<file path="src/rtl/cic_gcomp_pkg.sv">
package cic_gcomp_pkg;

   localparam int unsigned CALC_W = 128;
   typedef logic [CALC_W-1:0] calc_t;

   // (rate * dd) ^ nsec
   function automatic calc_t gain_of(int unsigned rate, int unsigned dd, int unsigned nsec);
      calc_t g;
      g = calc_t'(1);
      for (int unsigned i = 0; i < nsec; i++) g = g * calc_t'(rate * dd);
      return g;
   endfunction

   function automatic int unsigned floor_log2(calc_t v);
      int unsigned r;
      r = 0;
      for (int i = 0; i < CALC_W; i++) if (v[i]) r = i;
      return r;
   endfunction

   function automatic int unsigned ceil_log2(calc_t v);
      int unsigned f;
      f = floor_log2(v);
      return (v == (calc_t'(1) << f)) ? f : f + 1;
   endfunction

   // floor(2^(frac+s) / g): reciprocal of the fine factor, frac fractional bits
   function automatic calc_t recip_of(int unsigned rate, int unsigned dd,
                                      int unsigned nsec, int unsigned frac);
      calc_t g;
      int unsigned s;
      g = gain_of(rate, dd, nsec);
      s = floor_log2(g);
      return (calc_t'(1) << (frac + s)) / g;
   endfunction

endpackage

</file>
<file path="src/rtl/gcomp_delay.sv">
module gcomp_delay #(
   parameter int W     = 1,
   parameter int DEPTH = 1
) (
   input  logic         clk,
   input  logic         rst_n,
   input  logic [W-1:0] d,
   output logic [W-1:0] q
);
   generate
      if (DEPTH == 0) begin : g_wire
         assign q = d;
      end else begin : g_regs
         logic [W-1:0] pipe [DEPTH];
         always_ff @(posedge clk or negedge rst_n) begin
            if (!rst_n) begin
               for (int i = 0; i < DEPTH; i++) pipe[i] <= '0;
            end else begin
               pipe[0] <= d;
               for (int i = 1; i < DEPTH; i++) pipe[i] <= pipe[i-1];
            end
         end
         assign q = pipe[DEPTH-1];
      end
   endgenerate
endmodule

</file>
<file path="src/rtl/gcomp_table.sv">
module gcomp_table
   import cic_gcomp_pkg::*;
#(
   parameter int RATE_MAX   = 16,
   parameter int DIFF_DELAY = 1,
   parameter int SECTIONS   = 3,
   parameter int RATE_W     = 12,
   parameter int FRAC_W     = 18,
   parameter int SHIFT_MAX  = 12,
   parameter int SH_W       = 4,
   localparam int COEF_W    = FRAC_W + 1,
   localparam int IDX_W     = $clog2(RATE_MAX + 1)
) (
   input  logic              clk,
   input  logic              rst_n,
   input  logic [RATE_W-1:0] rate,
   output logic [SH_W-1:0]   shamt_q,
   output logic [COEF_W-1:0] coef_q
);
   logic [SH_W-1:0]   sh_tab [RATE_MAX+1];
   logic [COEF_W-1:0] cf_tab [RATE_MAX+1];
   logic [IDX_W-1:0]  idx;

   // one entry per rate, rates 0 and 1 carry the rate-2 values
   for (genvar r = 0; r <= RATE_MAX; r++) begin : g_rate
      localparam int unsigned RR = (r < 2) ? 2 : r;
      localparam int unsigned SH =
         SHIFT_MAX - floor_log2(gain_of(RR, DIFF_DELAY, SECTIONS));
      localparam calc_t CF = recip_of(RR, DIFF_DELAY, SECTIONS, FRAC_W);
      assign sh_tab[r] = SH_W'(SH);
      assign cf_tab[r] = CF[COEF_W-1:0];
   end

   always_comb begin
      if (rate < RATE_W'(2))                idx = IDX_W'(2);
      else if (rate > RATE_W'(RATE_MAX))    idx = IDX_W'(RATE_MAX);
      else                                  idx = rate[IDX_W-1:0];
   end

   always_ff @(posedge clk or negedge rst_n) begin
      if (!rst_n) begin
         shamt_q <= '0;
         coef_q  <= '0;
      end else begin
         shamt_q <= sh_tab[idx];
         coef_q  <= cf_tab[idx];
      end
   end
endmodule

</file>
<file path="src/rtl/gcomp_scale.sv">
module gcomp_scale #(
   parameter int DATA_W    = 28,
   parameter int SHIFT_MAX = 12,
   parameter int SH_W      = 4,
   parameter int FRAC_W    = 18,
   localparam int COEF_W   = FRAC_W + 1,
   localparam int SHW      = DATA_W + SHIFT_MAX,
   localparam int PW       = SHW + COEF_W + 1,
   localparam int TOP_W    = PW - FRAC_W - DATA_W
) (
   input  logic                     clk,
   input  logic                     rst_n,
   input  logic signed [DATA_W-1:0] data_in,
   input  logic [SH_W-1:0]          shamt,
   input  logic [COEF_W-1:0]        coef,
   output logic signed [DATA_W-1:0] res_q
);
   logic signed [SHW-1:0]    sh_q;
   logic signed [COEF_W:0]   coef_d;
   logic signed [PW-1:0]     prod_q;
   logic [FRAC_W-1:0]        frac_unused;
   logic [TOP_W-1:0]         top_unused;
   logic signed [DATA_W-1:0] trunc;

   assign {top_unused, trunc, frac_unused} = prod_q;

   always_ff @(posedge clk or negedge rst_n) begin
      if (!rst_n) begin
         sh_q   <= '0;
         coef_d <= '0;
         prod_q <= '0;
         res_q  <= '0;
      end else begin
         // stage 2: coarse shift to the max-rate format
         sh_q   <= SHW'(data_in) <<< shamt;
         coef_d <= $signed({1'b0, coef});
         // stage 3: fine reciprocal multiply
         prod_q <= PW'(sh_q) * PW'(coef_d);
         // stage 4: drop fraction bits (floor)
         res_q  <= trunc;
      end
   end
endmodule

</file>
<file path="src/rtl/cic_gain_comp.sv">
module cic_gain_comp
   import cic_gcomp_pkg::*;
#(
   parameter int IN_W       = 16,
   parameter int RATE_MAX   = 16,
   parameter int DIFF_DELAY = 1,
   parameter int SECTIONS   = 3,
   parameter int RATE_W     = 12,
   parameter int FRAC_W     = 18,
   localparam int GB_MAX    = ceil_log2(gain_of(RATE_MAX, DIFF_DELAY, SECTIONS)),
   localparam int SHIFT_MAX = floor_log2(gain_of(RATE_MAX, DIFF_DELAY, SECTIONS)),
   localparam int DATA_W    = IN_W + GB_MAX
) (
   input  logic                     clk,
   input  logic                     rst_n,
   input  logic                     in_valid,
   input  logic [RATE_W-1:0]        in_rate,
   input  logic signed [DATA_W-1:0] in_data,
   output logic                     out_valid,
   output logic signed [DATA_W-1:0] out_data
);
   localparam int LAT    = 9;
   localparam int CORE   = 4;
   localparam int PAD    = LAT - CORE;
   localparam int SH_W   = $clog2(SHIFT_MAX + 1);
   localparam int COEF_W = FRAC_W + 1;

   initial begin
      assert (RATE_MAX >= 2) else $error("RATE_MAX must be at least 2");
      assert (DIFF_DELAY >= 1 && SECTIONS >= 1) else $error("bad M or N");
      assert (RATE_W >= $clog2(RATE_MAX + 1)) else $error("RATE_W too narrow");
      assert (GB_MAX + FRAC_W + 2 < int'(CALC_W)) else $error("gain too wide");
   end

   logic signed [DATA_W-1:0] data_s1;
   logic [SH_W-1:0]          shamt_s1;
   logic [COEF_W-1:0]        coef_s1;
   logic signed [DATA_W-1:0] res_s4;

   always_ff @(posedge clk or negedge rst_n) begin
      if (!rst_n) data_s1 <= '0;
      else        data_s1 <= in_data;
   end

   gcomp_table #(
      .RATE_MAX(RATE_MAX), .DIFF_DELAY(DIFF_DELAY), .SECTIONS(SECTIONS),
      .RATE_W(RATE_W), .FRAC_W(FRAC_W), .SHIFT_MAX(SHIFT_MAX), .SH_W(SH_W)
   ) u_table (
      .clk(clk), .rst_n(rst_n), .rate(in_rate),
      .shamt_q(shamt_s1), .coef_q(coef_s1)
   );

   gcomp_scale #(
      .DATA_W(DATA_W), .SHIFT_MAX(SHIFT_MAX), .SH_W(SH_W), .FRAC_W(FRAC_W)
   ) u_scale (
      .clk(clk), .rst_n(rst_n), .data_in(data_s1),
      .shamt(shamt_s1), .coef(coef_s1), .res_q(res_s4)
   );

   logic [DATA_W-1:0] data_pad;

   gcomp_delay #(.W(DATA_W), .DEPTH(PAD)) u_data_pad (
      .clk(clk), .rst_n(rst_n), .d(res_s4), .q(data_pad)
   );
   assign out_data = $signed(data_pad);

   gcomp_delay #(.W(1), .DEPTH(LAT)) u_valid_pipe (
      .clk(clk), .rst_n(rst_n), .d(in_valid), .q(out_valid)
   );
endmodule

</file>
<file path="config.mk">
export PLATFORM = sky130hd
export DESIGN_NAME = cic_gain_comp
export DESIGN_NICKNAME = d
export VERILOG_FILES = /design/src/rtl/cic_gcomp_pkg.sv /design/src/rtl/gcomp_delay.sv /design/src/rtl/gcomp_table.sv /design/src/rtl/gcomp_scale.sv /design/src/rtl/cic_gain_comp.sv
export SDC_FILE = /design/constraint.sdc
export NUM_CORES = 2
export LEC_CHECK = 0
export CAP_MARGIN = 5
export CORE_MARGIN = 2
export CORE_UTILIZATION = 45
export CTS_CLUSTER_DIAMETER = 40
export DETAILED_ROUTE_END_ITERATION = 10
export DONT_BUFFER_PORTS = 1
export SKIP_CTS_REPAIR_TIMING = 1
export SLEW_MARGIN = 20
export SYNTH_ARGS = -nofsm -noshare
export SYNTH_HDL_FRONTEND = slang
export SYNTH_SLANG_ARGS = --single-unit
export TNS_END_PERCENT = 1
</file>
<file path="constraint.sdc">
create_clock -name clk -period 9.2 [get_ports clk]
set_input_delay 0.92 -clock clk [delete_from_list [all_inputs] [get_ports clk]]
set_output_delay 0.92 -clock clk [all_outputs]
set_load 0.03 [all_outputs]
</file>
==> results.ini <==
[critical_path]
crit_fanout=41
required_ns=9.66
path_buf_inv=5
start_kind=flop
crit_cells=21
worstReg2RegEnd=u_scale.prod_q[41]
crit_end=u_scale.prod_q[41]
cp_cell_sequence=nand2_1 > inv_1 > fa_1 > fa_1 > inv_1 > fa_1 > inv_1 > fa_1 > fa_1 > fa_1 > inv_1 > fa_1 > inv_1 > ha_1 > and3_1 > nand3_1 > a21oi_1 > o211ai_2 > a21oi_1 > nor2_1 > xnor2_1
r2r_cells=21
critPathMostFrequentCell=fa_1
worstSetupStartpoint=u_scale.coef_d[3]
r2r_slack_ns=1.87
crit_path_max_incr_delay_ns=0.97
arrival_ns=7.78
cp-end-kind=flop
slowest_stage=dfrtp_2
cpLargestDelayFamily=adder cells
critical_path_class=flop to flop
rr_startpoint=u_scale.coef_d[3]

[sta]
fin_crit_sh=0.796
max_slew.worst_pin.slew_ns=1.08
hold_ws_ns=0.0525
period_needed_ns=7.33
slew_viol_final=0
max_freq_mhz=137
hold_viol=0
slew_headroom=0.281
finalSetupViolCount=0
grt_setup_unrepaired=no
finalSetupTns_ns=0
fin_skew_ns=0.0215

[grt]
grt_overflow=0
grt_pass1_vias=20724
groute.usage.overall=0.212
grt_start_max_net_pins=314
antenna_found_initial=1
grt_pass1_wl_um=115000

[power_and_ir_drop]
p_leak_nw=16.5
p_per_area_nw_per_um2=105
vdd_drop_max_v=0.000177

[clock_network]
root_buffer=clkbuf_16
cts_made_buffers=47
clk_latency_ns=0.58
cts_sinks=313
cts-htree-levels=2
path_clk_slew_ns=0.05
cts_tree=done
clockBufferDepth=3

[drt]
antenna_left=0
dr_total_vias=19036
wl_met3_um=4830
avgViaCountPerCell=5.07
first_pass_iters=5
wl_met2_um=32100
drc=0
top_layer_used=met4
drtIter0Drc=1213
wl_met1_um=31300
totalWireLength_um=70000
detail_route.wl_per_cell_um=18.6

[synth]
syn_inst=2935
yosysWarnings=0
ys_ff_latch=313
synth-edff-count=0
avgSynthCellArea_sq_um=10.4
synth_ff_type=dfrtp_1
async_flop_share=1.00
synth_cell_types=58
synth_seq_area_share=0.256
synth_nets=3679
synth.cell_area_sq_um=30600

[die]
die_h_um=265
dieArea_sq_um=70000
die_w_um=265
core_area_sq_um=67200
num_rows=95
initial_core_util=0.455
pin_count=72

[placement]
portBuffers=0
place.gp.congestion=0.871
hpwlAfterDp_um=52600

[layout]
synthToLayoutAreaGrowth_pct=7.06
fin_util=0.487
drive_gt1_frac=0.0507
fin_nets=3588

[outcome]
status=finished, final reports clean

[min_path]
min_path_type=primary input to async pin

[run]
maxCapViolations=0

final cells by class:
cell class | count | area, sq um
antenna | 1 | 2.50
clock buffer | 57 | 1310
clock inverter | 30 | 314
fill | 6163 | 34400
inverter | 672 | 2520
multi-input combinational | 1793 | 19500
sequential | 313 | 7850
tap | 873 | 1090
timing repair buffer | 17 | 138
through the flow:
step	cell area (sq um)	instances	worst slack (ns)	power [mW]
after CTS	32700	3754	1.77	3.51
after detailed placement	31100	3667	1.80	1.70
final	32700	3756	1.87	3.45
after floorplan	30600	2935	2.81	1.63
after global placement	31100	3666	1.92	1.69
after global routing	32700	3755	1.54	3.60
worst min path at each step:
stage                                        to  depth (start not counted)  slack (ns)
finish               u_data_pad.g_regs.pipe[59]                          0        0.05
detailed placement  u_data_pad.g_regs.pipe[101]                          0        0.33
CTS                             u_data_pad.q[0]                          0      0.0006
global route         u_data_pad.g_regs.pipe[59]                          0      0.0001
global placement    u_data_pad.g_regs.pipe[123]                          0        0.33
floorplan           u_data_pad.g_regs.pipe[100]                          0        0.33
registers in the layout, summed over array words and instances (netlist names), 8 cells and up:
signal,flops
data_s1,28
u_data_pad.g_regs.pipe,112
u_data_pad.q,28
u_scale.coef_d,18
u_scale.prod_q,28
u_scale.res_q,28
u_scale.sh_q,40
u_table.coef_q,18
u_valid_pipe.g_regs.pipe,8
worst register-to-register path: stages (launching register included):
cell and delay, ns:
dfrtp_2 0.97, nand2_1 0.31, inv_1 0.15, fa_1 0.45, fa_1 0.51, inv_1 0.05, fa_1 0.49, inv_1 0.06
fa_1 0.48, fa_1 0.50, fa_1 0.49, inv_1 0.05, fa_1 0.50, inv_1 0.04, ha_1 0.35, and3_1 0.31
nand3_1 0.11, a21oi_1 0.56, o211ai_2 0.27, a21oi_1 0.34, nor2_1 0.09, xnor2_1 0.13
kinds of logic after synthesis:
family                   after synthesis  share of synthesized area
AO/OA/AOI/OAI                        178                     0.0362
XOR/XNOR                              59                     0.0169
adder cells (fa/ha/maj)              701                      0.429
buffers and inverters                829                      0.106
flip-flops                           313                      0.256
multiplexers                          56                     0.0248
AND/OR/NAND/NOR                      799                      0.131
cells in the final DEF, fill, tap and decap left out, types with 5 or more instances in the layout:
cell type,instances
mux2i_1,33
fa_1,577
a21oi_1,66
dfrtp_2,10
o21ai_0,28
xnor2_1,40
o21ai_1,12
o22ai_1,6
inv_1,671
and3_1,5
ha_1,124
nand2_1,337
a211oi_1,9
buf_4,15
clkbuf_16,48
clkbuf_8,7
a21o_1,12
a31oi_1,5
mux2_2,8
nor3_1,8
dfrtp_1,303
o21bai_1,12
nand4_1,6
and2_1,361
clkinv_2,10
nor2_1,50
xor2_1,19
nor2b_1,8
nand3_1,13
mux4_2,15
inv_6,7
layer usage:
layer  GRT usage  vias up
met5           0        -
met4      0.0596        0
met3      0.0363      115
met2       0.332      655
met1       0.305     9899
li1            -     8367
power by group:
| part | total (mW) | internal [mW] | switching (mW) |
|---|---|---|---|
| Combinational | 0.135 | 0.0579 | 0.0772 |
| Clock | 1.77 | 1.11 | 0.660 |
| Sequential | 1.54 | 1.45 | 0.0934 |
synthesized netlist by cell type, types with 12 or more instances:
cell type  instances  area, sq um
inv_1            671         2520
fa_1             577        11600
and2_1           361         2260
nand2_1          337         1260
dfrtp_1          313         7830
ha_1             124         1550
clkbuf_1         117          439
a21oi_1           66          330
nor2_1            50          188
xnor2_1           40          350
mux2i_1           33          330
buf_4             28          210
o21ai_0           28          140
xor2_1            19          166
mux4_2            15          338
nand3_1           13         65.1
a21o_1            12         90.1
o21ai_1           12         60.1
o21bai_1          12         90.1
No activity file was read; power rests on OpenSTA's default activity.
